$ cat config.mk
export PLATFORM = sky130hd
export DESIGN_NAME = hdlc_frame_rx
export DESIGN_NICKNAME = d
export VERILOG_FILES = /design/src/rtl/hdlc_rx_pkg.sv /design/src/rtl/hdlc_rx_buf.sv /design/src/rtl/hdlc_crc16.sv /design/src/rtl/hdlc_frame_rx.sv
export SDC_FILE = /design/constraint.sdc
export NUM_CORES = 1
export LEC_CHECK = 0
export ABC_AREA = 1
export ABC_CLOCK_PERIOD_IN_PS = 15450
export BUFFER_PORTS_ARGS = -buffer_cell sky130_fd_sc_hd__buf_2
export CAP_MARGIN = 10
export CELL_PAD_IN_SITES_DETAIL_PLACEMENT = 1
export CELL_PAD_IN_SITES_GLOBAL_PLACEMENT = 2
export CORE_ASPECT_RATIO = 1.25
export CORE_UTILIZATION = 23
export DETAILED_ROUTE_END_ITERATION = 16
export PLACE_DENSITY = 0.56
export RECOVER_POWER = 50
export SYNTH_ARGS = -nofsm -noshare
export SYNTH_HDL_FRONTEND = slang
export SYNTH_HIERARCHICAL = 1
export SYNTH_SLANG_ARGS = --single-unit
$ cat constraint.sdc
create_clock -name clk -period 15.45 [get_ports clk]
set_input_delay 3.09 -clock clk [delete_from_list [all_inputs] [get_ports clk]]
set_output_delay 3.09 -clock clk [all_outputs]
set_load 0.01 [all_outputs]
$ cat src/rtl/hdlc_rx_pkg.sv
package hdlc_rx_pkg;
  localparam logic [7:0]  FLAG_BYTE   = 8'h7E;
  localparam logic [7:0]  ESC_BYTE    = 8'h7D;
  localparam logic [7:0]  ESC_XOR     = 8'h20;
  localparam logic [15:0] CRC_POLY    = 16'h8408;
  localparam logic [15:0] CRC_SEED    = 16'hFFFF;
  localparam logic [15:0] CRC_RESIDUE = 16'hF0B8;

  typedef enum logic [1:0] {ST_HUNT, ST_RECV, ST_LOAD, ST_SHOW} rx_state_t;

  // one reflected CRC-16 byte step, LSB first
  function automatic logic [15:0] crc16_step(input logic [15:0] c, input logic [7:0] b);
    logic [15:0] x;
    x = c ^ {8'h00, b};
    for (int i = 0; i < 8; i++) begin
      x = x[0] ? ((x >> 1) ^ CRC_POLY) : (x >> 1);
    end
    return x;
  endfunction
endpackage

$ cat src/rtl/hdlc_rx_buf.sv
module hdlc_rx_buf #(
  parameter int W     = 8,
  parameter int DEPTH = 128,
  parameter int AW    = $clog2(DEPTH)
) (
  input  logic          clk,
  input  logic          wr_en,
  input  logic [AW-1:0] wr_addr,
  input  logic [W-1:0]  wr_data,
  input  logic          rd_en,
  input  logic [AW-1:0] rd_addr,
  output logic [W-1:0]  rd_data
);
  logic [W-1:0] mem [DEPTH];

  always_ff @(posedge clk) begin
    if (wr_en) mem[wr_addr] <= wr_data;
    if (rd_en) rd_data <= mem[rd_addr];
  end
endmodule

$ cat src/rtl/hdlc_crc16.sv
module hdlc_crc16
  import hdlc_rx_pkg::*;
(
  input  logic        clk,
  input  logic        rst,
  input  logic        clear,
  input  logic        upd,
  input  logic [7:0]  din,
  output logic [15:0] crc
);
  always_ff @(posedge clk) begin
    if (rst)        crc <= CRC_SEED;
    else if (upd)   crc <= crc16_step(clear ? CRC_SEED : crc, din);
    else if (clear) crc <= CRC_SEED;
  end
endmodule

$ cat src/rtl/hdlc_frame_rx.sv
module hdlc_frame_rx
  import hdlc_rx_pkg::*;
#(
  parameter int DEPTH = 128,
  parameter int AW    = $clog2(DEPTH),
  parameter int CW    = $clog2(DEPTH + 1)
) (
  input  logic          clk,
  input  logic          rst,
  input  logic          in_valid,
  input  logic [7:0]    in_data,
  output logic          in_ready,
  output logic          out_valid,
  output logic [7:0]    out_data,
  output logic          out_last,
  output logic [CW-1:0] out_len,
  input  logic          out_ready
);
  rx_state_t     state;
  logic [7:0]    last_byte;
  logic          esc;
  logic [CW-1:0] fill, len;
  logic [AW-1:0] rd_ptr;
  logic          last_q;
  logic [15:0]   crc_val;

  logic take, is_flag, is_esc, start, mid, close, store, overflow, good;
  logic [CW-1:0] fill_base;
  logic [7:0]    wr_byte;

  assign in_ready = (state == ST_HUNT) || (state == ST_RECV);
  assign take     = in_valid && in_ready;
  assign is_flag  = (in_data == FLAG_BYTE);
  assign is_esc   = (in_data == ESC_BYTE);
  assign start    = take && state == ST_HUNT && last_byte == FLAG_BYTE && !is_flag;
  assign mid      = take && state == ST_RECV && !is_flag;
  assign close    = take && state == ST_RECV && is_flag;
  assign store    = (start || mid) && !is_esc;
  assign fill_base = start ? '0 : fill;
  assign overflow = store && (fill_base == CW'(DEPTH));
  assign wr_byte  = (mid && esc) ? (in_data ^ ESC_XOR) : in_data;
  assign good     = (crc_val == CRC_RESIDUE) && (fill > CW'(2));

  hdlc_crc16 i_crc (
    .clk(clk), .rst(rst), .clear(start), .upd(store), .din(wr_byte), .crc(crc_val)
  );

  hdlc_rx_buf #(.W(8), .DEPTH(DEPTH), .AW(AW)) i_buf (
    .clk(clk),
    .wr_en(store && !overflow), .wr_addr(fill_base[AW-1:0]), .wr_data(wr_byte),
    .rd_en(state == ST_LOAD), .rd_addr(rd_ptr), .rd_data(out_data)
  );

  always_ff @(posedge clk) begin
    if (rst) begin
      state     <= ST_HUNT;
      last_byte <= 8'h00;
      esc       <= 1'b0;
      fill      <= '0;
      len       <= '0;
      rd_ptr    <= '0;
      last_q    <= 1'b0;
    end else begin
      if (take) last_byte <= in_data;
      case (state)
        ST_HUNT, ST_RECV: begin
          if (start) state <= ST_RECV;
          if (start || mid) begin
            if (is_esc) begin
              esc <= 1'b1;
              if (start) fill <= '0;
            end else if (overflow) begin
              state <= ST_HUNT;
              fill  <= '0;
              esc   <= 1'b0;
            end else begin
              fill <= fill_base + CW'(1);
              esc  <= 1'b0;
            end
          end else if (close) begin
            fill <= '0;
            esc  <= 1'b0;
            if (good) begin
              len    <= fill - CW'(2);
              rd_ptr <= '0;
              state  <= ST_LOAD;
            end else begin
              state <= ST_HUNT;
            end
          end
        end
        ST_LOAD: begin
          last_q <= (CW'(rd_ptr) == len - CW'(1));
          state  <= ST_SHOW;
        end
        ST_SHOW: begin
          if (out_ready) begin
            if (last_q) state <= ST_HUNT;
            else begin
              rd_ptr <= rd_ptr + AW'(1);
              state  <= ST_LOAD;
            end
          end
        end
        default: state <= ST_HUNT;
      endcase
    end
  end

  assign out_valid = (state == ST_SHOW);
  assign out_last  = out_valid && last_q;
  assign out_len   = len;


  no_overflow_chk: assert property (@(posedge clk) disable iff (rst) fill <= CW'(DEPTH));


  hold_data_chk: assert property (@(posedge clk) disable iff (rst)
    out_valid && !out_ready |=> out_valid && $stable(out_data) && $stable(out_len));


  len_range_chk: assert property (@(posedge clk) disable iff (rst)
    out_valid |-> (out_len != '0) && (out_len <= CW'(DEPTH - 2)));


  release_chk: assert property (@(posedge clk) disable iff (rst)
    out_valid && out_ready && out_last |=> !out_valid && in_ready);


  esc_idle_chk: assert property (@(posedge clk) disable iff (rst)
    state == ST_HUNT |-> !esc);
endmodule

==> impl_metrics.py <==
metrics = {
    "status": {
        "status": "finished, violations left",
        "violations": "capacitance limit, slew limit",
    },
    "timing": {
        "fin_tns_setup_ns": 0,
        "fin_crit_ns": 10.57,
        "fin_skew_ns": 0.0278,
        "hold_viol": 0,
        "rsz0062_at_grt": "no",
        "max_clock_freq_ghz": 0.0946,
        "drv_slew": 1159,
        "slew_headroom_pct": -323,
        "worst_slew_pin_slew_ns": 6.35,
        "finalSetupViolCount": 0,
        "finalCritPeriodShare_pct": 68.4,
    },
    "critical_path": {
        "worstPathRequired_ns": 15.47,
        "cp-start-kind": "input pin",
        "cpPeakStageDelay_ns": 2.69,
        "cpMostUsedCell": "clkbuf_1",
        "endpoint_kind": "flip-flop",
        "arrival_ns": 10.60,
        "path_class": "input pin to flip-flop",
        "cp_slowest_cell": "clkbuf_1",
        "crit_chain": "clkbuf_1 -> clkbuf_1 -> clkbuf_1",
        "path_max_fanout": 52,
    },
    "cts": {
        "cts_hold_buffers": 0,
        "cts_root_buf": "clkbuf_16",
        "cts.sinks": 1083,
        "clock_latency_ns": 0.75,
        "tritoncts": "done",
        "h-tree-depth": 3,
        "clockBufferDepth": 3,
        "clk_pin_slew_ns": 0.06,
        "ctsResizeCount": 0,
        "post-cts-setup-buffers": 0,
        "numCtsBuffers": 112,
    },
    "pwr": {
        "ir_worst_vdd_mv": 0.0935,
        "p_leak_nw": 17.6,
        "power_mw": 6.22,
        "power_density_nw_per_um2": 120,
    },
    "die": {
        "die_h_um": 500,
        "rows": 182,
        "die_x_um": 401,
        "ios": 31,
        "core_region_area_um2": 197000,
        "dieArea_um2": 200000,
        "start_util_pct": 23.2,
    },
    "synthesis": {
        "netlist_instances": 4122,
        "async_flop_share_pct": 0,
        "syn_area_per_cell_um2": 11.1,
        "yosysMostFrequentCell": "nand2_1",
        "synth_largest_area_cell": "edfxtp_1",
        "synth-edff-count": 1032,
        "yosysWarnings": 6,
        "synthFlopType": "edfxtp_1",
        "synth_top_area_share_pct": 67.8,
        "netlist_top_cells_count": "nand2_1 (1346), edfxtp_1 (1032), nand3_1 (984)",
        "ys_ff_latch": 1083,
        "ys_seq_area_share_pct": 70.1,
        "netlist_top_cells_area": "edfxtp_1 (68%), nand2_1 (11%), nand3_1 (11%), dfxtp_1 (2.2%), nor2_1 (1.6%)",
        "yosys.cell_types.count": 37,
        "synth_area_um2": 45700,
        "synthesis.nets": 4139,
    },
    "global_route": {
        "grt_first_pass_wirelength_um": 227000,
        "grt.total_usage_pct": 15.4,
        "grt_max_degree": 192,
        "grt_pass1_vias": 32000,
        "antenna_found_initial": 5,
        "grt-ovfl-total": 0,
    },
    "final_layout": {
        "stdcell_area_um2": 51900,
        "syn_to_final_growth_pct": 13.7,
        "drive_gt1_share_pct": 6.45,
        "stdcell_count": 6749,
        "nFillCells": 21800,
        "multi_input_area_um2": 11800,
        "final_util_pct": 26.4,
        "fin_nets": 4088,
        "seq_area_um2": 32000,
    },
    "route": {
        "num_vias": 30000,
        "ant_nets": 0,
        "wl_um": 155000,
        "drtPass1Iterations": 5,
        "dr.first_iter.drc_count": 1746,
        "drt-wirelength-per-cell_um": 23.0,
        "vias_per_cell": 4.44,
        "drc": 0,
    },
    "job": {
        "maxCapViolations": 26,
    },
    "placement": {
        "io_buffer_count": 30,
        "place_hpwl_um": 95100,
        "gp_congestion": 0.769,
        "place_inst": 6533,
        "placed_area_um2": 48200,
    },
    "min_path": {
        "hold_class": "flip-flop to flip-flop",
    },
}
## metal layers
layer	part of all wire, %	vias to the layer above	track usage (%)
li1	-	14300	-
met1	44	15200	19.2
met2	52	385	28.0
met3	2.4	145	1.55
met4	2.1	0	4.46
met5	0	-	0
## area by class of cell
type	instances	share of cell area, %
sequential	1083	61.7
multi-input combinational	2694	22.7
clock inverter	84	2.00
inverter	100	0.793
tap	2576	6.21
clock buffer	129	5.64
antenna	3	0.0145
timing repair buffer	80	0.916
## worst paths after layout
check | from | to | slack, ns | depth (start not counted)
worst max-delay path | in_data[7] | i_buf/mem[18][7]$_DFFE_PP_ | 4.88 | 3
worst min-delay path | last_q$_SDFFE_PP0P_ | last_q$_SDFFE_PP0P_ | 0.49 | 2
worst max register to register | rd_ptr[0]$_SDFFE_PP0P_ | i_buf/rd_data[4]$_DFFE_PP_ | 6.85 | 14
worst min register to register | last_q$_SDFFE_PP0P_ | last_q$_SDFFE_PP0P_ | 0.49 | 2
## cells in the final DEF, fill, tap and decap left out, types with 4 or more instances in the layout
cell and instances:
nand2_1 1350, clkinv_1 19, xor2_1 15, bufinv_16 21, buf_2 7, nor2_4 7, nand4_1 9, inv_2 12
xnor2_1 6, nor2_2 8, o21ai_1 4, nand3_1 985, clkinv_2 23, inv_1 83, clkbuf_16 115, buf_12 4
nor2_1 196, edfxtp_1 1032, nor3_1 18, ha_1 5, o21ai_0 24, clkinvlp_4 14, nand2_2 9, o211ai_1 6
dfxtp_1 47, buf_4 27, clkbuf_1 56, a21oi_1 39
## cell families (layout without fill, tap and decap cells)
logic type | after synthesis | count (layout) | share of synthesized area [%]
other | 0 | 3 | 0
adders and majority gates | 5 | 5 | 0.137
AOI/OAI and AO/OA | 77 | 77 | 0.901
buffers and inverters | 345 | 393 | 3.96
DFF | 1083 | 1083 | 70.1
and+or+nand+nor | 2591 | 2591 | 24.5
xor gates and xnor gates | 21 | 21 | 0.403
## sequential cells by signal (all words and copies together) (netlist names)
signal and cells:
fill 8, state 2, i_crc/crc 16, last_q 1, esc 1, out_len 8
rd_ptr 7, i_buf/rd_data 8, i_buf/mem 1024, last_byte 8
## power breakdown
| part | internal [mW] | leakage, nW | switching [mW] |
|---|---|---|---|
| clock | 1.72 | 1.90 | 1.20 |
| combinational | 0.00644 | 6.04 | 0.0818 |
| sequential | 3.22 | 9.69 | 0.00109 |
## worst max-delay path: cells and delay by family
family	cells	cell delay, ns
buffers and inverters	3	7.26
## stage by stage
stage               worst slack, ns  hold slack, ns
floorplan                      7.28           0.444
global placement               7.46           0.457
detailed placement             7.46           0.473
CTS                            8.30           0.484
global route                   4.34           0.514
finish                         4.88           0.488
No activity file was read; power rests on OpenSTA's default activity.
